### src/rtl/pmp_chk_pkg.sv
package pmp_chk_pkg;

  typedef enum logic [1:0] {
    AM_OFF   = 2'd0,
    AM_TOR   = 2'd1,
    AM_WORD  = 2'd2,
    AM_BLOCK = 2'd3
  } amode_e;

  typedef enum logic [1:0] {
    ACC_LOAD  = 2'd0,
    ACC_STORE = 2'd1,
    ACC_FETCH = 2'd2
  } acc_e;

  localparam logic [1:0] PRIV_M = 2'b11;

  typedef struct packed {
    logic       lock;
    logic [1:0] rsvd;
    amode_e     mode;
    logic       x;
    logic       w;
    logic       r;
  } ent_cfg_t;

endpackage

### src/rtl/pmp_entry_match.sv
module pmp_entry_match
  import pmp_chk_pkg::*;
#(
  parameter int PA_W = 32,
  localparam int RW  = PA_W - 2
) (
  input  amode_e          mode_i,
  input  logic [RW-1:0]   reg_i,
  input  logic [RW-1:0]   prev_reg_i,
  input  logic [PA_W-1:0] addr_i,
  output logic            hit_o
);

  logic [PA_W-1:0] top_b, bot_b, blk_mask;
  logic [RW-1:0]   ones_src, low_ones;
  logic            tor_hit, word_hit, blk_hit;

  assign top_b = {reg_i, 2'b00};
  assign bot_b = {prev_reg_i, 2'b00};
  assign tor_hit  = (addr_i >= bot_b) && (addr_i < top_b);
  assign word_hit = (addr_i[PA_W-1:2] == reg_i);

  // trailing-ones run of {reg,1} marks the don't-care bits
  assign ones_src = {reg_i[RW-2:0], 1'b1};
  assign low_ones = ones_src & ~(ones_src + 1'b1);
  assign blk_mask = {~low_ones, 2'b00};
  assign blk_hit  = ((addr_i ^ top_b) & blk_mask) == '0;

  always_comb begin
    unique case (mode_i)
      AM_TOR:   hit_o = tor_hit;
      AM_WORD:  hit_o = word_hit;
      AM_BLOCK: hit_o = blk_hit;
      default:  hit_o = 1'b0;
    endcase
  end

endmodule

### config.mk
export PLATFORM = sky130hd
export DESIGN_NAME = pmp_entry_match
export DESIGN_NICKNAME = d
export VERILOG_FILES = /design/src/rtl/pmp_chk_pkg.sv /design/src/rtl/pmp_entry_match.sv
export SDC_FILE = /design/constraint.sdc
export NUM_CORES = 1
export LEC_CHECK = 0
export BUFFER_PORTS_ARGS = -buffer_cell sky130_fd_sc_hd__buf_2
export CAP_MARGIN = 20
export CORE_ASPECT_RATIO = 0.7
export CORE_MARGIN = 2
export CORE_UTILIZATION = 44
export DETAILED_ROUTE_END_ITERATION = 16
export PLACE_DENSITY = 0.8
export SYNTH_ARGS = -nofsm -noshare
export SYNTH_HDL_FRONTEND = slang
export SYNTH_SLANG_ARGS = --single-unit
### constraint.sdc
create_clock -name vclk -period 1.8
set_clock_uncertainty 0.05 [all_clocks]
set_input_delay 0.09 -clock vclk [all_inputs]
set_output_delay 0.09 -clock vclk [all_outputs]
set_load 0.01 [all_outputs]
==> results of run 1 <==
worst min-delay path, stage by stage:
cell	delay [ns]
buf_2	0.12
nand4_1	0.09
a211o_1	0.11
o211ai_2	0.09
buf_2	0.14
through the flow:
stage,instances,utilization
2_1_floorplan,277,-
3_3_place_gp,472,0.693
3_5_place_dp,472,0.693
4_1_cts,475,0.710
5_1_grt,475,0.715
6_report,475,0.715
cell families (layout without fill, tap and decap cells):
kind of cell	after synthesis	after routing	synth area share
compound gates	74	74	0.242
fa+ha+maj	60	60	0.395
buf+inv	61	207	0.123
simple gates	82	82	0.240
timing repair:
| item | in CTS | in global routing |
|---|---|---|
| setup buffers | 3 | 0 |
| resized for setup | 9 | 5 |
| pin swaps | 13 | 0 |
| endpoints found under the setup margin | 1 | 1 |
final cells by class:
| class | count | area (um^2) | area share |
|---|---|---|---|
| inverter | 60 | 225 | 0.0779 |
| multi-input combinational | 216 | 1700 | 0.589 |
| tap | 52 | 65.1 | 0.0225 |
| timing repair buffer | 147 | 897 | 0.310 |
path summary, 6_finish.rpt:
kind	startpoint	to	slack (ns)	cells after the start
worst max-delay path	reg_i[0]	hit_o	-0.20	8
worst min-delay path	mode_i[0]	hit_o	0.68	5
power groups by stage:
stage	sequential [mW]	clock [mW]	combinational, mW
after floorplan	0	0	0.300
after global placement	0	0	0.584
after detailed placement	0	0	0.604
after CTS	0	0	0.620
after global routing	0	0	0.715
final	0	0	0.631
cells in the mapped netlist (2+ instances only):
| cell | number | share of area |
|---|---|---|
| nor4_1 | 3 | 0.0099 |
| nor2_1 | 14 | 0.028 |
| a31oi_1 | 5 | 0.016 |
| and3_1 | 3 | 0.0099 |
| nand2_1 | 18 | 0.036 |
| ha_1 | 60 | 0.40 |
| a211oi_1 | 2 | 0.0079 |
| a21oi_1 | 32 | 0.084 |
| o21ai_0 | 11 | 0.029 |
| o211ai_1 | 5 | 0.020 |
| a21o_1 | 5 | 0.020 |
| a22oi_1 | 2 | 0.0079 |
| nand3_1 | 7 | 0.018 |
| nor3_1 | 8 | 0.021 |
| nand4_1 | 16 | 0.053 |
| and4_1 | 4 | 0.018 |
| inv_1 | 60 | 0.12 |
per-layer routing:
metal / vias up / track usage
met5: - / 0
met4: 0 / 0.0117
met3: 2 / 0.0290
met2: 109 / 0.419
met1: 1123 / 0.373
li1: 1312 / -
==> out/summary.txt, run 1 <==
grt total ovfl: 0
via/cell ratio: 5.36
worst path arrival time: 1.86 ns
clock share of power: 0
RSZ-0062 raised after global routing: true
Slew @ Worst Pin: 0.446 ns
area grow syn2layout: 52.2%
mean post-synth cell area: 6.86 um^2
Seq/Total Area, Yosys: 0
initial antenna violation count: 0
Max stage delay on crit path: 0.52 ns
Netlist cell types: 39
top sig layer: met4
fin crit share: 1.11
Crit Path Category: in2out
dpl hpwl: 5.56 mm
cell internal pwr: 325 uW
Worst Path Required: 1.66 ns
Hold WS: 0.676 ns
metal3 WL: 559 um
metal1 wirelength: 2.91 mm
placed instance area: 0.00280 mm^2
Starting Density: 0.470
Gate Count Post-Synth: 277
die height: 59.0 um
total number of vias: 2546
Peak supply drop: 0.145 mV
CLK BUF: 0
Die Width: 82.5 um
Post-Route Setup TNS: -0.204 ns
Final Cell Area: 0.00289 mm^2
overall routing resource usage: 0.253
Layout Nets: 579
fraction of layout cells with a size suffix above 1: 0.383
DR pass1 iterations: 5
Switching Fraction: 0.484
Place WS: -0.310 ns
Final Hold Viols: 0
kind of end point of the critical path: output pin
global-route wire length before repair: 9.78 mm
CP Max Fanout: 5
PwrDens: 218 mW/mm^2
pin count of the biggest net entering global routing: 6
worst hold-check path type: in2out
most frequent cells in the layout: 90 x buf_2, 60 x inv_1, 60 x ha_1
CORE AREA: 0.00404 mm^2
P_sw: 305 uW
Max Cap Viol: 0
Seq pwr share: 0
Reg area: 0 um^2
outcome: complete, but fails checks
DRT antenna net count: 0
IO Port Bufs: 95
FF+latch count: 0
routability-driven placement congestion ratio: 0.959
WL met2: 2.60 mm
Final min period: 2.00 ns
Netlist Area Pre-Place: 0.00190 mm^2
max_slew headroom: 0.700
CP startpoint kind: primary input
Rows: 19
failing checks: setup timing
Peak Freq: 499 MHz
drt drc: 0
Top Ports: 95
final worst setup slack: -0.204 ns
Final setup viols: 1
Worst Path Buf+Inv: 2
CP max-delay cell: or4_4
Max Slew Vio Count: 0
syn_nets: 431
ant diodes: 0
vias in the first global route: 2286
Pleak: 1.73 nW
Ys Warns: 0
DRT iter0 DRCs: 142
total wire length: 6.10 mm
CP cell instances: buf_6 -> nand4_1 -> or3_4 -> nor3_4 -> a21oi_2 -> or4_4 -> o211ai_2 -> buf_2
commonest non-fill, non-tap cell in the layout: buf_2
drt wl/cell: 12.8 um
power share of the combinational group: 1.000
total power: 631 uW
FILL cells: 372
die area: 0.00487 mm^2
Post-CTS Hold Buffers: 0
Top delay family on crit path: simple AND/OR/NAND/NOR gates
(Power assumes the default switching activity.)
==> run 2: changes to the inputs <==
--- a/config.mk
+++ b/config.mk
@@ -9,9 +9,9 @@
 export CAP_MARGIN = 20
 export CORE_ASPECT_RATIO = 0.7
 export CORE_MARGIN = 2
-export CORE_UTILIZATION = 44
+export CORE_UTILIZATION = 45
 export DETAILED_ROUTE_END_ITERATION = 16
-export PLACE_DENSITY = 0.8
+export PLACE_DENSITY = 0.79
 export SYNTH_ARGS = -nofsm -noshare
 export SYNTH_HDL_FRONTEND = slang
 export SYNTH_SLANG_ARGS = --single-unit
==> constraint.sdc (replaced) <==
create_clock -name vclk -period 1.9
set_clock_uncertainty 0.05 [all_clocks]
set_input_delay 0.095 -clock vclk [all_inputs]
set_output_delay 0.095 -clock vclk [all_outputs]
set_load 0.01 [all_outputs]
==> out/summary.txt, run 2 (same netlist as run 1, synthesis figures left out) <==
outcome: complete, but fails checks
failing checks: setup timing
metal3 WL: 610 um
Peak Freq: 489 MHz
metal1 wirelength: 2.91 mm
FF+latch count: 0
drt wl/cell: 13.7 um
pin count of the biggest net entering global routing: 6
PwrDens: 208 mW/mm^2
CORE AREA: 0.00399 mm^2
drt drc: 0
CP startpoint kind: primary input
total power: 604 uW
via/cell ratio: 5.40
Final setup viols: 1
DRT antenna net count: 0
vias in the first global route: 2398
fraction of layout cells with a size suffix above 1: 0.393
Crit Path Category: in2out
total number of vias: 2496
Hold EP: hit_o
CP max-delay cell: a211oi_2
Peak supply drop: 0.120 mV
die height: 58.4 um
max_slew headroom: 0.768
IO Port Bufs: 95
initial antenna violation count: 0
Top delay family on crit path: simple AND/OR/NAND/NOR gates
final worst setup slack: -0.144 ns
Starting Density: 0.476
Hold WS: 0.683 ns
placed instance area: 0.00271 mm^2
global-route wire length before repair: 9.83 mm
overall routing resource usage: 0.251
die area: 0.00476 mm^2
worst hold-check path type: in2out
dpl hpwl: 5.43 mm
ant diodes: 0
total wire length: 6.34 mm
fin crit share: 1.08
CP cell instances: buf_6 -> and4_4 -> nand2_2 -> nor4_2 -> buf_4 -> buf_4 -> nand4_1 -> a211oi_2 -> nand4_1 -> o211ai_2 -> buf_2
area grow syn2layout: 53.0%
Final Cell Area: 0.00291 mm^2
top sig layer: met4
Worst Path Buf+Inv: 4
Final min period: 2.04 ns
Pleak: 1.69 nW
kind of end point of the critical path: output pin
Top Ports: 95
hold depth: 5
Place WS: -0.224 ns
hold wc startpoint: mode_i[0]
DR pass1 iterations: 5
Max stage delay on crit path: 0.29 ns
Rows: 19
Slew @ Worst Pin: 0.346 ns
Max Slew Vio Count: 0
Die Width: 81.7 um
most frequent cells in the layout: 87 x buf_2, 60 x inv_1, 57 x ha_1
WL met2: 2.71 mm
CP Max Fanout: 5
routability-driven placement congestion ratio: 0.961
commonest non-fill, non-tap cell in the layout: buf_2
DRT iter0 DRCs: 229
grt total ovfl: 0
Reg area: 0 um^2
Final Hold Viols: 0
Worst Path Required: 1.75 ns
Layout Nets: 566
Final Util: 0.727
RSZ-0062 raised after global routing: true
Max Cap Viol: 0
worst path arrival time: 1.90 ns
CLK BUF: 0
run 2: cell types whose count changed in the layout (fill, tap and decap cells not counted), moves of 3 or more:
cell,previous run,this run
ha_1,60,57
buf_4,52,38
and4_4,0,3
buf_6,5,9
ha_4,0,3
buf_2,90,87
run 2: worst max-delay path by stage:
stage              from  endpoint  slack (ns)  depth (start not counted)
2_1_floorplan  reg_i[0]     hit_o        0.11                          6
3_3_place_gp   reg_i[0]     hit_o       -0.17                          8
3_5_place_dp   reg_i[0]     hit_o       -0.22                          8
4_1_cts        reg_i[3]     hit_o       -0.04                          8
5_1_grt        reg_i[4]     hit_o       -0.24                         11
6_report       reg_i[4]     hit_o       -0.14                         11
run 2: routing by layer:
layer,track usage,vias to the layer above
li1,-,1276
met1,0.374,1060
met2,0.415,146
met3,0.0261,14
met4,0.00952,0
met5,0,-
run 2: layout make-up:
| class | instances | area (um^2) |
|---|---|---|
| inverter | 60 | 225 |
| timing repair buffer | 134 | 822 |
| fill | 322 | 1090 |
| tap | 52 | 65.1 |
| multi-input combinational | 216 | 1790 |
run 2: where the power goes:
group          internal (mW)  switching [mW]  leakage [nW]
clock network              0               0             0
registers                  0               0             0
logic                  0.301           0.303          1.69
run 2: what timing repair did:
| item | in CTS | in global routing |
|---|---|---|
| hold buffers | 0 | 0 |
| pin swaps | 16 | 9 |
| resized for setup | 19 | 16 |
| setup buffers | 2 | 0 |
| setup endpoints to repair | 1 | 1 |
| endpoints found under the hold margin | 0 | 0 |
run 2: stage by stage:
stage,instances,setup TNS (ns)
after floorplan,277,0
after global placement,460,-0.167
after detailed placement,460,-0.224
after CTS,462,-0.0439
after global routing,462,-0.238
final,462,-0.144
